--- config.mk ---
export PLATFORM = sky130hd
export DESIGN_NAME = dither_pwm_dac
export DESIGN_NICKNAME = d
export VERILOG_FILES = /design/src/rtl/dpwm_pkg.sv /design/src/rtl/dpwm_frame_timer.sv /design/src/rtl/dpwm_dither.sv /design/src/rtl/dpwm_pulse_gen.sv /design/src/rtl/dither_pwm_dac.sv
export SDC_FILE = /design/constraint.sdc
export NUM_CORES = 1
export LEC_CHECK = 0
export ABC_AREA = 1
export CAP_MARGIN = 5
export CORE_ASPECT_RATIO = 1.2
export CORE_UTILIZATION = 42
export DETAILED_ROUTE_END_ITERATION = 12
export DONT_BUFFER_PORTS = 1
export PLACE_DENSITY = 0.53
export SYNTH_ARGS = -nofsm -noshare
export SYNTH_HDL_FRONTEND = slang
export SYNTH_HIERARCHICAL = 1
export SYNTH_SLANG_ARGS = --single-unit
--- constraint.sdc ---
create_clock -name clk -period 8.7 [get_ports clk]
set_input_delay 0.435 -clock clk [delete_from_list [all_inputs] [get_ports clk]]
set_output_delay 0.435 -clock clk [all_outputs]
set_load 0.005 [all_outputs]
--- src/rtl/dpwm_pkg.sv ---
package dpwm_pkg;

  // Limit a signed sum to the closed range [0, hi].
  function automatic longint clamp_word(input longint value, input longint hi);
    if (value < 0) return 0;
    if (value > hi) return hi;
    return value;
  endfunction

  // Coarse width plus an optional carry step, held at the frame length.
  function automatic int sat_width(input int coarse, input logic carry, input int limit);
    int w;
    w = coarse + (carry ? 1 : 0);
    return (w > limit) ? limit : w;
  endfunction

endpackage

--- src/rtl/dpwm_frame_timer.sv ---
module dpwm_frame_timer #(
  parameter int FRAME_CLKS = 1000,
  localparam int CNT_W = $clog2(FRAME_CLKS)
) (
  input  logic             clk,
  input  logic             rst_n,
  output logic [CNT_W-1:0] phase,
  output logic             frame_first,
  output logic             frame_wrap
);
  localparam logic [CNT_W-1:0] LAST = CNT_W'(FRAME_CLKS - 1);

  logic [CNT_W-1:0] phase_q;

  always_ff @(posedge clk or negedge rst_n) begin
    if (!rst_n)                 phase_q <= '0;
    else if (phase_q == LAST)   phase_q <= '0;
    else                        phase_q <= phase_q + 1'b1;
  end

  assign phase       = phase_q;
  assign frame_first = (phase_q == '0);
  assign frame_wrap  = (phase_q == LAST);
endmodule

--- src/rtl/dpwm_dither.sv ---
module dpwm_dither
  import dpwm_pkg::*;
#(
  parameter int FRAME_CLKS = 1000,
  parameter int COARSE_W   = 10,
  parameter int FRAC_W     = 14,
  parameter int OFS_W      = 16,
  localparam int WORD_W    = COARSE_W + FRAC_W,
  localparam int WID_W     = $clog2(FRAME_CLKS + 1)
) (
  input  logic                    clk,
  input  logic                    rst_n,
  input  logic                    load,
  input  logic [WORD_W-1:0]       target,
  input  logic signed [OFS_W-1:0] offset,
  output logic [WID_W-1:0]        width_q,
  output logic [FRAC_W-1:0]       acc_q,
  output logic                    carry
);
  localparam longint MAX_WORD = longint'(FRAME_CLKS) << FRAC_W;

  logic [WORD_W-1:0]   eff_word;
  logic [COARSE_W-1:0] coarse;
  logic [FRAC_W-1:0]   frac;
  logic [FRAC_W:0]     acc_sum;
  logic [WID_W-1:0]    width_next;

  always_comb begin
    eff_word   = WORD_W'(clamp_word(longint'(target) + longint'(offset), MAX_WORD));
    coarse     = eff_word[WORD_W-1:FRAC_W];
    frac       = eff_word[FRAC_W-1:0];
    acc_sum    = {1'b0, acc_q} + {1'b0, frac};
    carry      = acc_sum[FRAC_W];
    width_next = WID_W'(sat_width(int'(coarse), carry, FRAME_CLKS));
  end

  always_ff @(posedge clk or negedge rst_n) begin
    if (!rst_n) begin
      acc_q   <= '0;
      width_q <= '0;
    end else if (load) begin
      acc_q   <= acc_sum[FRAC_W-1:0];
      width_q <= width_next;
    end
  end
endmodule

--- src/rtl/dpwm_pulse_gen.sv ---
module dpwm_pulse_gen #(
  parameter int FRAME_CLKS = 1000,
  localparam int CNT_W = $clog2(FRAME_CLKS),
  localparam int WID_W = $clog2(FRAME_CLKS + 1)
) (
  input  logic             clk,
  input  logic             rst_n,
  input  logic [CNT_W-1:0] phase,
  input  logic             frame_first,
  input  logic [WID_W-1:0] width,
  output logic             pwm_q,
  output logic             strobe_q
);
  logic high_now;

  assign high_now = int'(phase) < int'(width);

  always_ff @(posedge clk or negedge rst_n) begin
    if (!rst_n) begin
      pwm_q    <= 1'b0;
      strobe_q <= 1'b0;
    end else begin
      pwm_q    <= high_now;
      strobe_q <= frame_first;
    end
  end
endmodule

--- src/rtl/dither_pwm_dac.sv ---
module dither_pwm_dac #(
  parameter int FRAME_CLKS = 1000,
  parameter int COARSE_W   = 10,
  parameter int FRAC_W     = 14,
  parameter int OFS_W      = 16,
  localparam int WORD_W    = COARSE_W + FRAC_W
) (
  input  logic                    clk,
  input  logic                    rst_n,
  input  logic [WORD_W-1:0]       target_word,
  input  logic signed [OFS_W-1:0] trim_offset,
  output logic                    pwm_out,
  output logic                    frame_strobe
);
  localparam int CNT_W = $clog2(FRAME_CLKS);
  localparam int WID_W = $clog2(FRAME_CLKS + 1);

  logic [CNT_W-1:0]  phase;
  logic              frame_first;
  logic              frame_wrap;
  logic [WID_W-1:0]  width_q;
  logic [FRAC_W-1:0] acc_q;
  logic              carry;

  dpwm_frame_timer #(.FRAME_CLKS(FRAME_CLKS)) u_timer (
    .clk(clk), .rst_n(rst_n), .phase(phase),
    .frame_first(frame_first), .frame_wrap(frame_wrap)
  );

  dpwm_dither #(
    .FRAME_CLKS(FRAME_CLKS), .COARSE_W(COARSE_W),
    .FRAC_W(FRAC_W), .OFS_W(OFS_W)
  ) u_dither (
    .clk(clk), .rst_n(rst_n), .load(frame_wrap),
    .target(target_word), .offset(trim_offset),
    .width_q(width_q), .acc_q(acc_q), .carry(carry)
  );

  dpwm_pulse_gen #(.FRAME_CLKS(FRAME_CLKS)) u_pulse (
    .clk(clk), .rst_n(rst_n), .phase(phase), .frame_first(frame_first),
    .width(width_q), .pwm_q(pwm_out), .strobe_q(frame_strobe)
  );
endmodule

---- Word level (Yosys, flattened, before mapping) ----
Cells that the tools add are included.
W data, S select, Z words.
storage, ports and cells
  flip-flop bits (word level) ............. 36
  bits in latches ......................... 0
  bits in writable memories ............... 0
  memory bits (read-only) ................. 0
  bits of input ports ..................... 42
  output and inout bits ................... 2
  word-level logic and storage cells ...... 24
  memories ................................ 0
cells by class
  add/sub/neg operators ................... 4
  multiply operators ...................... 0
  div/mod/pow operators ................... 0
  $lt $le $gt $ge ......................... 4
  equal/unequal tests ..................... 1
  shift-type cells ........................ 0
  mux-type cells .......................... 9
  bitwise gates (word level) .............. 0
  reduce and logical (&&, ||, !) cells .... 1
operator list
  operator                 number
  $mux W24                 3
  $gt A32 B11 Y1 const B   1
  $add A25 B16 Y26         1
  $gt A26 B25 Y1 const B   1
  $lt A26 B1 Y1 const B    1
  $mux W10                 2
  $add A14 B14 Y15         1
  $add A10 B1 Y11          1
  $add A10 B1 Y10 const B  1
  $eq A10 B10 Y1 const B   1
  $logic_not A10 Y1        1
  $lt A10 B10 Y1           1
  $mux W1                  4

---- Depth between registers and ports, before layout ----
  word-level depth ........................ 11
  mapped depth ............................ 53
  depth with buffers taken out ............ 52

---- Modules after synthesis ----
Netlist, hierarchy kept.
modules (own cells, without submodules)
  module            times used  cells each  area each (um2)  sequential area each (um2)
  dpwm_dither       1           689         4000.1           600.6
  dpwm_frame_timer  1           81          603.1            250.2
  dpwm_pulse_gen    1           46          304.0            50.0

---- Least setup slack after synthesis ----
OpenSTA, ideal clock, no wires.
  kind .................................... input-to-reg
  start ................................... in trim_offset[0]
  end ..................................... reg u_dither.width_q[0]
  library setup time ...................... 0.117 ns
  arrival ................................. 5.815 ns
  data required time ...................... 8.583 ns
  setup slack ............................. 2.768 ns
  cell stages on the path ................. 50
  path buffers ............................ 1
  cells stage by stage .................... ha_1 -> inv_1 -> fa_1 -> inv_1 -> nand3_1 -> nand2_1 -> nand2_1 -> nand3_1 -> nand2_1 -> a21o_1 -> nand2_1 -> nor2_1 -> nand3_1 -> nand2_4 -> nand2_4 -> buf_1 -> nor2_1 -> ha_1 -> [... 14 more ...] -> nand2_1 -> a21oi_1 -> or2_2 -> inv_1 -> o21ai_0 -> nand2_1 -> ha_1 -> ha_1 -> nand4_4 -> nor2_4 -> nand2_1 -> nand2_1 -> nand2_1 -> nand2_1 -> nor2_2 -> nand3_2 -> nand2_1 -> nand2_1
on the way
  word-level cells in the longest chain between the ends .. 11
  elaborated cells between the ends (all ways) .. 14
  those cells by class .................... add/sub: 3; order compare: 3; mux: 8
RTL lines
  element               line                  RTL
  from (decl)           dither_pwm_dac.sv:11  input logic signed [OFS_W-1:0] trim_offset,
  $add A25 B16 Y26 (*)  dpwm_dither.sv:29     eff_word = WORD_W'(clamp_word(longint'(target) + longint'(offset), MAX_WORD));
  $gt A26 B25 Y1        dpwm_pkg.sv:6         if (value > hi) return hi;
  $mux W1 (2 in a row)  dpwm_pkg.sv:6
  $mux W24              dpwm_pkg.sv:7         return value;
  $mux W24 (*)          dpwm_pkg.sv:6
  $add A14 B14 Y15 (*)  dpwm_dither.sv:32     acc_sum = {1'b0, acc_q} + {1'b0, frac};
  via carry             dither_pwm_dac.sv:23  logic carry;
  $mux W1 (*)           dpwm_pkg.sv:13        w = coarse + (carry ? 1 : 0);
  $add A10 B1 Y11 (*)   dpwm_pkg.sv:13
  $gt A32 B11 Y1        dpwm_pkg.sv:14        return (w > limit) ? limit : w;
  $mux W10 (*)          dpwm_pkg.sv:14
  to (signal assigned)  dpwm_dither.sv:43     width_q <= width_next;
  to (decl)             dpwm_dither.sv:16     output logic [WID_W-1:0] width_q,
Mark *: on every way through the listed nets, which the timed path passes. The rest lies on a longest branch. The select of a mux whose other input is x is not followed.
A chain may end at the register's enable or synchronous reset.

---- Worst setup path in the final report ----
  start ................................... in trim_offset[2]
  end ..................................... reg u_dither.width_q[4]
Same word-level chain as after synthesis.

==> results.json <==
{
  "crit_type": "input pin to flip-flop",
  "cts_tree": "built",
  "dp_hpwl_microns": 9729,
  "hold_viol": 0,
  "num_antenna_cells": 0,
  "avgRoutedWirePerCell_microns": 11.91,
  "synth_xor_area_share_pct": 1.963,
  "required_ns": 8.87,
  "ys_warn_count": 6,
  "arrival_ns": 6.16,
  "synthMostInstantiatedCell": "nand2_1",
  "synthTopCellsByCount": "nand2_1, inv_1, nor2_1",
  "crit_path_top_delay_cell": "fa_1",
  "tightestPinTransition_ns": 0.9009,
  "gr-total-overflow": 0,
  "power.density_nw_per_um2": 118.4,
  "syn-num-nets": 912,
  "ant_nets": 0,
  "synth.top_cell.area_share_pct": 22.87,
  "synth_largest_area_cell": "nand2_1",
  "setup_viol": 0,
  "synth_compound_area_share_pct": 7.522,
  "chipWidth_microns": 100.7,
  "place.gp.congestion": 0.8368,
  "synth_edf_count": 0,
  "cp-end-kind": "flip-flop",
  "synth.area.mux_share_pct": 0,
  "ys.flop_type": "dfrtp_1",
  "synth_area_leaders": "nand2_1, dfrtp_1, ha_1, inv_1, nor2_1",
  "synth_top_family_by_area": "simple AND/OR/NAND/NOR gates",
  "peakVddDrop_uv": 89.22,
  "drt_iter0_markers": 102,
  "num_vias": 4687,
  "drc": 0,
  "run_status": "finished clean",
  "grt_setup_unrepaired": "no",
  "dp_slack_ns": 2.380,
  "first_pass_iters": 4,
  "row_count": 42,
  "power_uw": 622.6,
  "synth_cell_types": 42,
  "syn_avg_cell_area_sq_um": 6.014,
  "grt_max_degree": 38,
  "cts_sinks": 36,
  "fin_util_pct": 46.97,
  "synthCells": 816,
  "grtUsageTotal_pct": 20.52,
  "layout-drive-gt1-share_pct": 10.11,
  "antenna_found_initial": 0,
  "htreeDepth": 2,
  "ys_seq_area_share_pct": 18.36,
  "leakagePower_nw": 3.038,
  "die_area_sq_um": 12120,
  "slew_headroom_pct": 39.57,
  "ys_ff_latch": 36,
  "post-route-min-period_ns": 5.997,
  "synthAdderAreaFrac_pct": 14.07,
  "timing.fmax_mhz": 166.7,
  "cts_root_buf": "clkbuf_16",
  "cts_buffers": 5,
  "io_pins": 44,
  "tns_ns": 0,
  "nets": 916,
  "clkLatencyLatePin_ns": 0.28,
  "nFillCells": 1242,
  "grt_pass1_wl_microns": 19840,
  "synth.cell_area_sq_um": 4907,
  "grt_pass1_vias": 4376,
  "die_h_microns": 120.4,
  "cp_common_cell": "nand2_1",
  "fp.coreArea_sq_um": 11190,
  "cts_buffer_depth": 2,
  "fin_crit_sh_pct": 68.94,
  "fin_skew_ns": 0.005174,
  "viasPerCell": 4.807,
  "path_max_fanout": 18,
  "setup_slack_ns": 2.703,
  "start_kind": "input pin",
  "min_path_type": "flip-flop to flip-flop",
  "yosys.area_share.simple_pct": 46.40,
  "cts.reportedPaths.clkPinSlew_ns": 0.05,
  "slew_violations": 0,
  "wl_microns": 11610,
  "slowest_delay_ns": 0.39,
  "portBuffers": 0,
  "maxCapViolCount": 0,
  "async_flop_share_pct": 100.0,
  "areaGrowthSynthToFinish_pct": 7.139,
  "initial_core_util_pct": 43.84
}
[cell type report]
cell class              count  area, sq um  area share, %
clock buffers               8        146.4          2.784
multi-input cells         629         3433          65.30
well taps                 154        192.7          3.665
inverters                 146        554.3          10.54
flip-flops and latches     36        900.9          17.13
repair buffers              2        30.03         0.5712
[cell families (layout without fill, tap and decap cells)]
logic type      after synthesis  in the layout
fa+ha+maj                    54             54
buf+inv                     151            156
xor+xnor                     11             11
simple gates                502            502
compound gates               62             62
flops                        36             36
[repair_timing]
action / 4_1_cts / 5_1_grt
resized for setup: 0 / 0
setup buffers: 0 / 0
endpoints found under the hold margin: 36 / 0
hold buffers: 2 / 0
[state kept, by name, summed over array words and instances, names as in the netlist]
signal	cells
u_timer/phase	10
u_dither/width_q	10
u_pulse/pwm_q	1
u_dither/acc_q	14
u_pulse/strobe_q	1
[report_power, final]
part / internal (mW) / leakage (nW) / switching, mW
registers: 0.168 / 0.361 / 0.000295
logic: 0.0974 / 2.61 / 0.176
clock network: 0.114 / 0.0712 / 0.0662
[per-stage QoR]
| step | std cells | instance area (sq um) | hold slack (ns) |
|---|---|---|---|
| 2_1_floorplan | 816 | 4907 | 0.1394 |
| 3_3_place_gp | 965 | 5081 | 0.1405 |
| 3_5_place_dp | 965 | 5081 | 0.1406 |
| 4_1_cts | 975 | 5258 | 0.4838 |
| 5_1_grt | 975 | 5258 | 0.4929 |
| 6_report | 975 | 5258 | 0.4763 |
[layer usage]
| layer | share of wire, % | up-vias | GRT usage, % |
|---|---|---|---|
| met5 | 0 | - | 0 |
| met4 | 2.2 | 0 | 6.069 |
| met3 | 2.8 | 13 | 2.197 |
| met2 | 51 | 75 | 38.31 |
| met1 | 44 | 2071 | 24.34 |
| li1 | - | 2528 | - |
[cells in the final DEF (no fill, tap or decap), drive strengths merged, types with 2 or more instances in the layout]
cell / n
xnor2: 5
o21bai: 3
o21ai: 23
fa: 2
nor2: 106
or2: 4
nand4: 12
a21o: 2
xor2: 6
dfrtp: 36
nand3b: 8
nand3: 52
nand2: 317
a21oi: 31
inv: 144
a31oi: 2
clkinv: 2
ha: 52
clkbuf: 8
[worst max-delay path: cells and delay by family]
family | cells | cell delay, ns
and+or+nand+nor | 35 | 3.22
adders and majority gates | 5 | 1.36
buffers and inverters | 2 | 0.10
AOI/OAI and AO/OA | 7 | 1.05
[path summary, 6_finish.rpt]
path | startpoint | endpoint | slack, ns | cells past startpoint
worst max-delay path | trim_offset[2] | u_dither/width_q[4] | 2.70 | 49
worst min register to register | u_dither/width_q[2] | u_dither/width_q[2] | 0.48 | 2
worst min-delay path | u_dither/width_q[2] | u_dither/width_q[2] | 0.48 | 2
min in group asynchronous | rst_n | u_dither/acc_q[4] | 0.61 | 2
worst max register to register | u_dither/acc_q[0] | u_dither/width_q[4] | 4.50 | 33
max in group asynchronous | rst_n | u_dither/width_q[6] | 7.90 | 2
Power figures use the tool's default switching activity.
